`src/rtl/alu_pkg.sv`:
```
package alu_pkg;
  typedef enum logic [4:0] {
    OP_ADD  = 5'd0,
    OP_SUB  = 5'd1,
    OP_AND  = 5'd2,
    OP_OR   = 5'd3,
    OP_XOR  = 5'd4,
    OP_SLL  = 5'd5,
    OP_SRL  = 5'd6,
    OP_SRA  = 5'd7,
    OP_SEQ  = 5'd8,
    OP_SNE  = 5'd9,
    OP_SLT  = 5'd10,
    OP_SGT  = 5'd11,
    OP_SLE  = 5'd12,
    OP_SGE  = 5'd13,
    OP_SEQU = 5'd16,
    OP_SNEU = 5'd17,
    OP_SLTU = 5'd18,
    OP_SGTU = 5'd19,
    OP_SLEU = 5'd20,
    OP_SGEU = 5'd21
  } alu_op_e;

  // relation index taken from the low three bits of a compare code
  typedef enum logic [2:0] {
    REL_EQ = 3'd0,
    REL_NE = 3'd1,
    REL_LT = 3'd2,
    REL_GT = 3'd3,
    REL_LE = 3'd4,
    REL_GE = 3'd5
  } rel_e;

  function automatic logic is_cmp(input logic [4:0] op);
    return ((op >= 5'd8) && (op <= 5'd13)) || ((op >= 5'd16) && (op <= 5'd21));
  endfunction
endpackage

```
`src/rtl/alu_addcmp.sv`:
```
module alu_addcmp #(
  parameter int DATA_W = 32
) (
  input  logic [DATA_W-1:0] opnd_a,
  input  logic [DATA_W-1:0] opnd_b,
  input  logic [2:0]        rel,
  input  logic              unsgn,
  output logic [DATA_W-1:0] sum,
  output logic [DATA_W-1:0] diff,
  output logic              rel_true
);
  import alu_pkg::*;

  logic is_eq, is_lt;

  assign sum  = opnd_a + opnd_b;
  assign diff = opnd_a - opnd_b;

  assign is_eq = (opnd_a == opnd_b);
  assign is_lt = unsgn ? (opnd_a < opnd_b) : ($signed(opnd_a) < $signed(opnd_b));

  always_comb begin
    unique case (rel)
      REL_EQ:  rel_true = is_eq;
      REL_NE:  rel_true = !is_eq;
      REL_LT:  rel_true = is_lt;
      REL_GT:  rel_true = !is_lt && !is_eq;
      REL_LE:  rel_true = is_lt || is_eq;
      REL_GE:  rel_true = !is_lt;
      default: rel_true = 1'b0;
    endcase
  end
endmodule

```
`src/rtl/alu_bitshift.sv`:
```
module alu_bitshift #(
  parameter int DATA_W = 32,
  localparam int SH_W = $clog2(DATA_W)
) (
  input  logic [DATA_W-1:0] opnd_a,
  input  logic [DATA_W-1:0] opnd_b,
  output logic [DATA_W-1:0] and_o,
  output logic [DATA_W-1:0] or_o,
  output logic [DATA_W-1:0] xor_o,
  output logic [DATA_W-1:0] sll_o,
  output logic [DATA_W-1:0] srl_o,
  output logic [DATA_W-1:0] sra_o
);
  logic [SH_W-1:0] amt;

  assign amt   = opnd_b[SH_W-1:0];
  assign and_o = opnd_a & opnd_b;
  assign or_o  = opnd_a | opnd_b;
  assign xor_o = opnd_a ^ opnd_b;
  assign sll_o = opnd_a << amt;
  assign srl_o = opnd_a >> amt;
  assign sra_o = DATA_W'($signed(opnd_a) >>> amt);
endmodule

```
`src/rtl/alu_brcond.sv`:
```
module alu_brcond #(
  parameter int DATA_W = 32
) (
  input  logic [DATA_W-1:0] word,
  input  logic              want_nz,
  output logic              taken
);
  logic nz;

  assign nz    = |word;
  assign taken = want_nz ? nz : !nz;
endmodule

```
`src/rtl/int_alu.sv`:
```
module int_alu #(
  parameter int DATA_W  = 32,
  parameter bit REG_OUT = 1'b1
) (
  input  logic              clk,
  input  logic              rst,
  input  logic [4:0]        op_sel,
  input  logic [DATA_W-1:0] src_a,
  input  logic [DATA_W-1:0] src_b,
  input  logic [DATA_W-1:0] imm_val,
  input  logic              sel_imm,
  input  logic              br_on_nz,
  output logic [DATA_W-1:0] result,
  output logic              res_zero,
  output logic              br_taken,
  output logic              illegal
);
  import alu_pkg::*;

  logic [DATA_W-1:0] opnd_b;
  logic [DATA_W-1:0] sum, diff, and_w, or_w, xor_w, sll_w, srl_w, sra_w;
  logic              rel_true, taken_c;
  logic [DATA_W-1:0] res_c;
  logic              bad_c;

  assign opnd_b = sel_imm ? imm_val : src_b;

  alu_addcmp #(.DATA_W(DATA_W)) u_addcmp (
    .opnd_a   (src_a),
    .opnd_b   (opnd_b),
    .rel      (op_sel[2:0]),
    .unsgn    (op_sel[4]),
    .sum      (sum),
    .diff     (diff),
    .rel_true (rel_true)
  );

  alu_bitshift #(.DATA_W(DATA_W)) u_bitshift (
    .opnd_a (src_a),
    .opnd_b (opnd_b),
    .and_o  (and_w),
    .or_o   (or_w),
    .xor_o  (xor_w),
    .sll_o  (sll_w),
    .srl_o  (srl_w),
    .sra_o  (sra_w)
  );

  alu_brcond #(.DATA_W(DATA_W)) u_brcond (
    .word    (src_a),
    .want_nz (br_on_nz),
    .taken   (taken_c)
  );

  always_comb begin
    bad_c = 1'b0;
    res_c = '0;
    if (is_cmp(op_sel)) begin
      res_c = DATA_W'(rel_true);
    end else begin
      case (op_sel)
        OP_ADD:  res_c = sum;
        OP_SUB:  res_c = diff;
        OP_AND:  res_c = and_w;
        OP_OR:   res_c = or_w;
        OP_XOR:  res_c = xor_w;
        OP_SLL:  res_c = sll_w;
        OP_SRL:  res_c = srl_w;
        OP_SRA:  res_c = sra_w;
        default: bad_c = 1'b1;
      endcase
    end
  end

  generate
    if (REG_OUT) begin : g_reg
      always_ff @(posedge clk) begin
        if (rst) begin
          result   <= '0;
          res_zero <= 1'b0;
          br_taken <= 1'b0;
          illegal  <= 1'b0;
        end else begin
          result   <= res_c;
          res_zero <= (res_c == '0);
          br_taken <= taken_c;
          illegal  <= bad_c;
        end
      end
    end else begin : g_comb
      assign result   = res_c;
      assign res_zero = (res_c == '0);
      assign br_taken = taken_c;
      assign illegal  = bad_c;
    end
  endgenerate
endmodule

```
`config.mk`:
```
export PLATFORM = sky130hd
export DESIGN_NAME = int_alu
export DESIGN_NICKNAME = d
export VERILOG_FILES = /design/src/rtl/alu_pkg.sv /design/src/rtl/alu_addcmp.sv /design/src/rtl/alu_bitshift.sv /design/src/rtl/alu_brcond.sv /design/src/rtl/int_alu.sv
export SDC_FILE = /design/constraint.sdc
export NUM_CORES = 1
export LEC_CHECK = 0
export ABC_AREA = 1
export BUFFER_PORTS_ARGS = -buffer_cell sky130_fd_sc_hd__buf_2
export CORE_ASPECT_RATIO = 0.9
export CORE_MARGIN = 5
export CORE_UTILIZATION = 30
export CTS_BUF_LIST = sky130_fd_sc_hd__clkbuf_8
export DETAILED_ROUTE_END_ITERATION = 8
export PLACE_DENSITY_LB_ADDON = 0.1
export SYNTH_ARGS = -nofsm -noshare
export SYNTH_HDL_FRONTEND = slang
export SYNTH_HIERARCHICAL = 1
export SYNTH_SLANG_ARGS = --single-unit
```
`constraint.sdc`:
```
create_clock -name clk -period 9.95 [get_ports clk]
set_clock_uncertainty 0.1 [all_clocks]
set_input_delay 1.4925 -clock clk [delete_from_list [all_inputs] [get_ports clk]]
set_output_delay 1.4925 -clock clk [all_outputs]
set_load 0.01 [all_outputs]
```
# [Yosys cells after proc, flatten, opt, wreduce, memory -nomap -nowiden]
# Cells that the tools add are included.
[op_classes] n_addsub=2 magnitude_cmp=6 eq_ne=13 shift=3 n_mux=7 bitwise=3 n_reduce_logical=14
[op_table] operator="$pmux W32 S8" n=1
[op_table] operator="$lt A32 B32 Y1" n=2
[op_table] operator="$mux W32" n=2
[op_table] operator="$add A32 B32 Y32" n=1
[op_table] operator="$and A32 B32 Y32" n=1
[op_table] operator="$eq A32 B32 Y1" n=1
[op_table] operator="$logic_not A32 Y1" n=1
[op_table] operator="$or A32 B32 Y32" n=1
[op_table] operator="$reduce_or A32 Y1" n=1
[op_table] operator="$shl A32 B5 Y32" n=1
[op_table] operator="$shr A32 B5 Y32" n=1
[op_table] operator="$sshr A32 B5 Y32" n=1
[op_table] operator="$sub A32 B32 Y32" n=1
[op_table] operator="$xor A32 B32 Y32" n=1
[op_table] operator="$eq A5 B3 Y1 const B" n=4
[op_table] operator="$eq A5 B2 Y1 const B" n=2
[op_table] operator="$reduce_or A8 Y1" n=1
[op_table] operator="$eq A3 B2 Y1 const B" n=2
[op_table] operator="$eq A3 B3 Y1 const B" n=2
[op_table] operator="$pmux W1 S6" n=1
[op_table] operator="$eq A5 B1 Y1 const B" n=1
[op_table] operator="$ge A5 B4 Y1 const B" n=1
[op_table] operator="$ge A5 B5 Y1 const B" n=1
[op_table] operator="$le A5 B4 Y1 const B" n=1
[op_table] operator="other kinds (9)" n=16
[word_totals] ff_bits=35 input_bits=105 output_inout_bits=35 elab_cells=52

# [Logic depth before layout (Yosys ltp)]
# Gate-level depths: netlist of run 1.
[logic_depth] depth_word=8 ltp_mapped=26 mapped_depth_nobuf=23

# [Modules after synthesis]
# The synthesis of run 1 kept the hierarchy.
[by_module_without_submodules] module="alu_bitshift" instances=1 cells_per_inst=905 area_each_um2=4885.9 seq_area_each_um2=0.0
[by_module_without_submodules] module="alu_addcmp" instances=1 cells_per_inst=760 area_each_um2=4294.1 seq_area_each_um2=0.0
[by_module_without_submodules] module="int_alu" instances=1 cells_per_inst=660 area_each_um2=3573.4 seq_area_each_um2=700.7
[by_module_without_submodules] module="alu_brcond" instances=1 cells_per_inst=35 area_each_um2=132.6 seq_area_each_um2=0.0

# [Least setup slack after synthesis of run 1]
# OpenSTA, ideal clock, no wires.
[synth_path] kind="input-to-reg" start="input sel_imm" end="register res_zero" setup_ns=0.064 arrival_ns=4.363 required_time_ns=9.786 slack_ns=5.423 stages=25 path_buffers=3 cell_sequence="clkbuf_1 buf_1 mux2_2 inv_1 ha_1 buf_4 a21oi_1 o21ai_2 a21oi_2 o21bai_2 nand2_1 nand2_1 nand2_1 nand2_1 nand2_1 nand2_1 nand2_1 nand2_1 nor2_1 nand2_1 nor2_1 nand2_1 nor2_1 nand3_1 nor2_1"
[synth_via] word_cells_on_any_way=21 cone_classes="add/sub (2); order compare (2); eq/ne (1); shift (3); mux (5); bitwise (3); reduce/logical (5)"
[synth_rtl] element="from (decl)" line="int_alu.sv:11" text="input logic sel_imm,"
[synth_rtl] element="$mux W32" line="int_alu.sv:26" text="assign opnd_b = sel_imm ? imm_val : src_b;"
[synth_rtl] element="net opnd_b[2]" line="int_alu.sv:20" text="logic [DATA_W-1:0] opnd_b;"
[synth_rtl] element="$sub A32 B32 Y32" line="alu_addcmp.sv:17" text="assign diff = opnd_a - opnd_b;"
[synth_rtl] element="net diff[19]" line="int_alu.sv:21" text="logic [DATA_W-1:0] sum, diff, and_w, or_w, xor_w, sll_w, srl_w, sra_w;"
[synth_rtl] element="$pmux W32 S8" line="int_alu.sv:61" text="case (op_sel)"
[synth_rtl] element="$mux W32" line="int_alu.sv:58" text="if (is_cmp(op_sel)) begin"
[synth_rtl] element="$logic_not A32 Y1" line="int_alu.sv:85" text="res_zero <= (res_c == '0);"
[synth_rtl] element="to (signal assigned)" line="int_alu.sv:85"
[synth_rtl] element="to (decl)" line="int_alu.sv:14" text="output logic res_zero,"
# The timed path passes the listed nets, and every way through them passes these cells.
# A chain may end at the register's enable or synchronous reset.

# [Worst setup path in the final report of run 1]
[layout_path] start="input sel_imm" end="register res_zero"
[layout_via] word_cells_on_any_way=21 cone_classes="add/sub (2); order compare (2); eq/ne (1); shift (3); mux (5); bitwise (3); reduce/logical (5)"
[layout_rtl] element="$mux W32" line="int_alu.sv:26"
[layout_rtl] element="net opnd_b[0]" line="int_alu.sv:20"
[layout_rtl] element="$add A32 B32 Y32" line="alu_addcmp.sv:16" text="assign sum = opnd_a + opnd_b;"
[layout_rtl] element="net sum[28]" line="int_alu.sv:21"
[layout_rtl] element="$pmux W32 S8" line="int_alu.sv:61"
[layout_rtl] element="$mux W32" line="int_alu.sv:58"
[layout_rtl] element="$logic_not A32 Y1" line="int_alu.sv:85"
# The timed path passes the listed nets, and every way through them passes these cells.

==> metrics.json, run 1 <==
{
  "run_status": {
    "status": "complete, no violations"
  },
  "power_and_ir_drop": {
    "pwr_density_cell_nw_per_um2": 82.89,
    "power.static_leakage_nw": 7.601,
    "finalPower_mw": 1.143,
    "power.ir.vdd_worst_uv": 49.19
  },
  "detailed_routing": {
    "wirelength_um": 63940,
    "dr_pass1_iterations": 5,
    "routed_wire_length_per_instance_um": 21.64,
    "route.vias.total": 15770,
    "initialDrtViolationCount": 1882,
    "antenna_violating_nets_post_route": 0,
    "vias_per_cell": 5.336,
    "detail_route.drc_violations": 0
  },
  "worst_hold_path": {
    "worstHoldEndpoint": "br_taken",
    "worst_hold_path.num_cells": 5,
    "timing.hold.worst.class": "in2reg",
    "holdCritStartpoint": "br_on_nz"
  },
  "critical_path": {
    "critical_path_peak_fanout": 36,
    "crit_path_end_kind": "flop",
    "arrival_ps": 5820,
    "start_kind": "input port",
    "critical_path_class": "in2reg",
    "required_time_at_the_endpoint_of_the_critical_path_ps": 10100
  },
  "global_route": {
    "first_global_vias": 14600,
    "global_route_wire_length_before_repair_um": 94630,
    "grt-ovfl-total": 0,
    "number_of_antenna_violations_at_the_first_check_in_global_routing": 1,
    "grt_max_degree": 77,
    "grt_util_all_layers_pct": 26.03
  },
  "cells_and_area": {
    "fillerInstances": 5014,
    "multi_input_area_um2": 10490,
    "sequential_cell_area_um2": 700.7,
    "drive_above_1_share_pct": 13.21,
    "design.final.nets": 2634,
    "areaGrowthSynthToFinish_pct": 6.962
  },
  "die": {
    "floorplan.die.width_um": 228.5,
    "placement_row_count": 72,
    "floorplan.initialDensity_pct": 30.18,
    "chipHeight_um": 206.6,
    "core_area_um2": 42700,
    "die_outline_area_um2": 47200,
    "ioPinCount": 140
  },
  "synthesis": {
    "post_synth_mux_area_share_pct": 2.796,
    "synth_top_family_by_area": "simple AND/OR/NAND/NOR gates",
    "synth_compound_area_share_pct": 9.719,
    "postSynthCellCount": 2360,
    "synth_seq_area_share_pct": 5.437,
    "synth.yosys.warnings": 6,
    "synth_top_area_cell": "nand2_1",
    "postSynth.asyncResetShare_pct": 0,
    "synth-edff-count": 0,
    "area_share_of_the_largest_cell_type_after_synthesis_pct": 22.49,
    "yosys-top-cells-count": "nand2_1, nand3_1, inv_1",
    "synth_top_flop_cell": "dfxtp_1",
    "yosys_register_bits": 35,
    "post_synth_and_or_nand_nor_area_fraction_pct": 52.84,
    "synth_adder_area_share_pct": 12.84,
    "synth.distinct_cells": 54,
    "synth_xor_area_share_pct": 3.059,
    "mappedNetlistNets": 2596,
    "synthMostInstantiatedCell": "nand2_1",
    "synthesis.area_um2": 12890,
    "synthesized_area_divided_by_synthesized_cell_count_um2": 5.460,
    "synth.area.top_cells": "nand2_1, nand3_1, ha_1, inv_1, nor2_1"
  },
  "sta": {
    "report.final.setup_viol": 0,
    "slew_headroom_pct": 28.28,
    "setup_repair_after_global_routing_missed_its_margin": "false",
    "fin_setup_tns_ps": 0,
    "fin_crit_sh_pct": 57.00,
    "max_slew.worst_pin.slew_ps": 1073,
    "period_minus_slack_ps": 5672,
    "maximum_clock_rate_mhz": 176.3,
    "final-hold-violation-count": 0,
    "finalMaxSlewViolations": 0
  },
  "clock_tree": {
    "cts_tree": "done",
    "clock_tree.root_cell": "clkbuf_8",
    "ctsResizeCount": 0,
    "post_cts_buffers": 0,
    "cts-htree-levels": 2,
    "clk_transition_reported_paths_ps": 80,
    "cts_inserted_buffers": 5,
    "cts-root-to-sink-buffers": 2,
    "clock_sink_count": 35,
    "cts_hold_buffers_added": 0
  },
  "placed_design": {
    "post-dp-hpwl_um": 51000,
    "place_congestion": 0.9715,
    "place.port_buffers": 139
  },
  "job": {
    "max_cap_violations": 0
  }
}
cells in the final DEF (no fill, tap or decap), drive strengths merged, types with 3 or more instances in the layout:
cell and count:
a21boi 3, a21o 8, a21oi 109, a31oi 4, buf 152, clkbuf 7, dfxtp 35, ha 129
inv 263, mux2 32, nand2 814, nand3 395, nand4 54, nor2 228, nor3 18, nor4 6
o211ai 4, o21a 4, o21ai 50, o21bai 19, or2 3, xnor2 3, xor2 42
cell type report:
type | count | area share [%]
diodes | 1 | 0.01816
clock inverters | 1 | 0.05447
clock buffers | 7 | 0.6990
repair buffers | 152 | 5.755
multi-input cells | 1940 | 76.09
inverters | 264 | 7.262
well taps | 555 | 5.038
flip-flops and latches | 35 | 5.084
how the worst max path moves through the flow:
stage	slack [ps]	start	endpoint	depth (start not counted)
after floorplan	5420	sel_imm	res_zero	25
after global placement	4140	sel_imm	res_zero	24
after detailed placement	4130	sel_imm	res_zero	24
after CTS	4440	sel_imm	res_zero	24
after global routing	4070	sel_imm	res_zero	24
final	4280	sel_imm	res_zero	24
per-layer routing:
layer | track usage [%] | part of all wire (%) | vias to the layer above
li1 | - | - | 7681
met4 | 6.114 | 3.0 | 0
met3 | 4.705 | 8.4 | 87
met2 | 39.75 | 41 | 743
met1 | 38.09 | 48 | 7257
met5 | 0 | 0 | -
worst max-delay path, stage by stage:
cell and delay [ps]:
buf_2 80, buf_4 390, mux2_2 250, buf_4 410, ha_1 270, inv_1 60
fa_1 430, o21ai_2 270, nand3_1 100, nand2_1 170, nand2_1 90, nand2_2 150
nand2_1 170, nand4_1 150, nand2_1 70, nand2_1 70, nand2_1 110, nor2_1 130
nand2_1 80, nor2_1 250, nand2_1 110, nor2_1 120, nand3_1 190, nor2_1 160
stage by stage:
step / util, % / worst slack, ps / hold WS, ps / area (µm²) / instances
detailed placement: 32.03 / 4126 / 1729 / 13680 / 2946
global placement: 32.03 / 4143 / 1737 / 13680 / 2946
CTS: 32.27 / 4441 / 1411 / 13780 / 2954
finish: 32.28 / 4278 / 1427 / 13780 / 2955
floorplan: - / 5423 / 1601 / 12890 / 2360
global route: 32.27 / 4075 / 1413 / 13780 / 2954
kinds of logic (layout without fill, tap and decap cells):
kind of cell / Yosys count / in the layout
muxes: 32 / 32
AOI/OAI and AO/OA: 209 / 209
DFF: 35 / 35
xor gates and xnor gates: 45 / 45
and+or+nand+nor: 1523 / 1523
adders and majority gates: 131 / 131
other: 0 / 1
buffers and inverters: 385 / 424
registers in the layout, indices dropped and copies added, names as in the netlist:
signal    count
br_taken      1
illegal       1
res_zero      1
result       32
power breakdown:
| part | internal, mW | switching, mW |
|---|---|---|
| combinational | 0.255 | 0.612 |
| sequential | 0.147 | 0.00219 |
| clock | 0.0631 | 0.0636 |
| total | 0.465 | 0.678 |
Note: power is estimated with default switching activity, not from simulation.
==> inputs of run 2 (changes only) <==
Settings changed: ABC_AREA 1 to 0.
Clock period 9.95 ns to 5.25 ns, I/O delays scaled along.
==> metrics.json, run 2 <==
{
  "power_and_ir_drop": {
    "power.static_leakage_nw": 7.122,
    "pwr_density_cell_nw_per_um2": 176.0,
    "power.ir.vdd_worst_uv": 153.8,
    "finalPower_mw": 2.707
  },
  "detailed_routing": {
    "initialDrtViolationCount": 1271,
    "antenna_violating_nets_post_route": 0,
    "routed_wire_length_per_instance_um": 26.33,
    "route.vias.total": 13390,
    "vias_per_cell": 5.704,
    "detail_route.drc_violations": 0,
    "wirelength_um": 61820,
    "dr_pass1_iterations": 5
  },
  "placed_design": {
    "place.port_buffers": 139,
    "post-dp-hpwl_um": 49880,
    "place_congestion": 0.9523,
    "placement.cell_area_um2": 15160,
    "dpl.cell_count": 2338
  },
  "critical_path": {
    "crit_path_max_incr_delay_ps": 470,
    "critPathSlowestCell": "fa_1",
    "critical-path-top-delay-family": "compound AO/OA/AOI/OAI gates",
    "arrival_ps": 5230,
    "cpMostUsedCell": "buf_4",
    "crit_path_end_kind": "flop",
    "required_time_at_the_endpoint_of_the_critical_path_ps": 5390,
    "critPathBufInv": 6,
    "crit_path_cell_trace": "buf_4 > buf_4 > mux2_4 > inv_1 > buf_4 > fa_1 > o21ba_1 > nor4_1 > buf_4 > o21ai_2 > a31oi_2 > buf_4 > a221oi_2 > o211ai_2 > a31o_1 > a21oi_1 > xor2_1 > nor2b_1 > a32oi_1 > nand3_1 > a211oi_1 > nand4_1 > nor4_2",
    "critical_path_class": "in2reg",
    "start_kind": "input port",
    "critical_path_peak_fanout": 10
  },
  "synthesis": {
    "mappedNetlistNets": 1782,
    "postSynthCellCount": 1546,
    "synth_top_flop_cell": "dfxtp_1",
    "synthesis.area_um2": 12630,
    "synth_top_area_cell": "mux4_2",
    "synthesized_area_divided_by_synthesized_cell_count_um2": 8.168,
    "yosys-top-cells-count": "inv_1, nor2_1, ha_1",
    "postSynth.asyncResetShare_pct": 0,
    "synthMostInstantiatedCell": "inv_1",
    "yosys_register_bits": 35,
    "synth.distinct_cells": 91,
    "synth.area.top_cells": "mux4_2, ha_1, mux2i_1, mux2_2, dfxtp_1",
    "synth-edff-count": 0,
    "synth.yosys.warnings": 6,
    "synth_seq_area_share_pct": 5.548,
    "area_share_of_the_largest_cell_type_after_synthesis_pct": 13.02
  },
  "clock_tree": {
    "clk_transition_reported_paths_ps": 100,
    "cts_hold_buffers_added": 0,
    "cts_inserted_buffers": 5,
    "cts_tree": "done",
    "clock_tree.root_cell": "clkbuf_8",
    "cts-root-to-sink-buffers": 2,
    "clock_sink_count": 35,
    "cts-htree-levels": 2
  },
  "sta": {
    "maximum_clock_rate_mhz": 196.7,
    "report.final.setup_viol": 0,
    "finalHoldWorstSlack_ps": 651.7,
    "max_slew.worst_pin.slew_ps": 1015,
    "slew_headroom_pct": 31.72,
    "period_minus_slack_ps": 5084,
    "finalMaxSlewViolations": 0,
    "setup_repair_after_global_routing_missed_its_margin": "false",
    "fin_crit_sh_pct": 96.84,
    "final-hold-violation-count": 0
  },
  "cells_and_area": {
    "drive_above_1_share_pct": 32.57,
    "max_ffs_per_register": 32,
    "multi_input_area_um2": 10680,
    "sequential_cell_area_um2": 700.7,
    "fillerInstances": 4412,
    "design.final.nets": 2034,
    "areaGrowthSynthToFinish_pct": 21.75,
    "fin_area_um2": 15370,
    "mostFrequentLayoutCells": "buf_4, inv_1, nor2_1",
    "mostFrequentLayoutCell": "buf_4",
    "finalCoreUtilization_pct": 36.82,
    "post_layout_nonfiller_instances": 2348,
    "largest-register": "result"
  },
  "die": {
    "placement_row_count": 71,
    "ioPinCount": 140,
    "die_outline_area_um2": 46300,
    "floorplan.initialDensity_pct": 30.25,
    "chipHeight_um": 204.6,
    "core_area_um2": 41750,
    "floorplan.die.width_um": 226.3
  },
  "run_status": {
    "status": "complete, no violations"
  },
  "global_route": {
    "grt-ovfl-total": 0,
    "grt_util_all_layers_pct": 25.64,
    "global_route_wire_length_before_repair_um": 89530,
    "grt_max_degree": 50,
    "first_global_vias": 12910,
    "number_of_antenna_violations_at_the_first_check_in_global_routing": 2
  },
  "job": {
    "max_cap_violations": 0
  },
  "worst_hold_path": {
    "timing.hold.worst.class": "in2reg"
  }
}
run 2: cell count changes after synthesis, sizes merged, moves of 20 or more:
cell	before	now
nor2b	0	20
nor2	228	154
mux2i	0	114
inv	263	163
mux4	0	90
xnor2	3	44
mux2	32	79
nand4	54	12
nand2	814	51
nand3	395	9
o22ai	2	39
clkbuf	29	57
nand2b	0	20
xor2	42	16
run 2: layer usage:
| metal | track usage (%) | wire length [µm] | vias to the layer above |
|---|---|---|---|
| met4 | 5.865 | 1682 | 2 |
| met5 | 0 | 13 | - |
| li1 | - | - | 6182 |
| met2 | 39.56 | 26870 | 583 |
| met1 | 38.09 | 29210 | 6545 |
| met3 | 3.253 | 4048 | 81 |
run 2: per-stage QoR:
step / setup TNS, ps / setup slack [ps]
CTS: 0 / 35.06
global placement: -473.1 / -385.0
global route: 0 / 2.510
floorplan: 0 / 258.9
finish: 0 / 165.6
detailed placement: -449.6 / -368.7
run 2: timing repair:
action,4_1_cts,5_1_grt
setup buffers,0,0
gates resized for setup,3,15
pin swaps,0,1
setup endpoints to repair,1,1
hold endpoints to repair,0,0
cloned,0,0
run 2: logic make-up after synthesis:
kind of cell | synth area share (%)
muxes | 32.70
DFF | 5.548
and+or+nand+nor | 14.29
xor gates and xnor gates | 4.161
adders and majority gates | 13.10
buffers and inverters | 10.57
AOI/OAI and AO/OA | 19.64
run 2: final cells by class:
cell class	count	share of cell area, %
antenna	2	0.03255
clock buffer	5	0.4476
clock inverter	3	0.4395
inverter	165	4.028
multi-input combinational	1209	69.43
sequential	35	4.557
tap	547	4.452
timing repair buffer	382	16.61
run 2: tightest hold or removal path, stage by stage:
cell     delay (ps)
buf_2            80
xor2_1           50
nor2b_1         110
run 2: final timing paths:
check | startpoint | endpoint | slack [ps] | cells past startpoint
hold / removal | br_on_nz | br_taken | 650 | 3
setup / recovery | sel_imm | res_zero | 170 | 23
run 2: report_power, final:
| part | internal, mW | switching (mW) | total (mW) |
|---|---|---|---|
| clock network | 0.190 | 0.125 | 0.314 |
| logic | 0.920 | 1.19 | 2.11 |
| registers | 0.279 | 0.00401 | 0.283 |
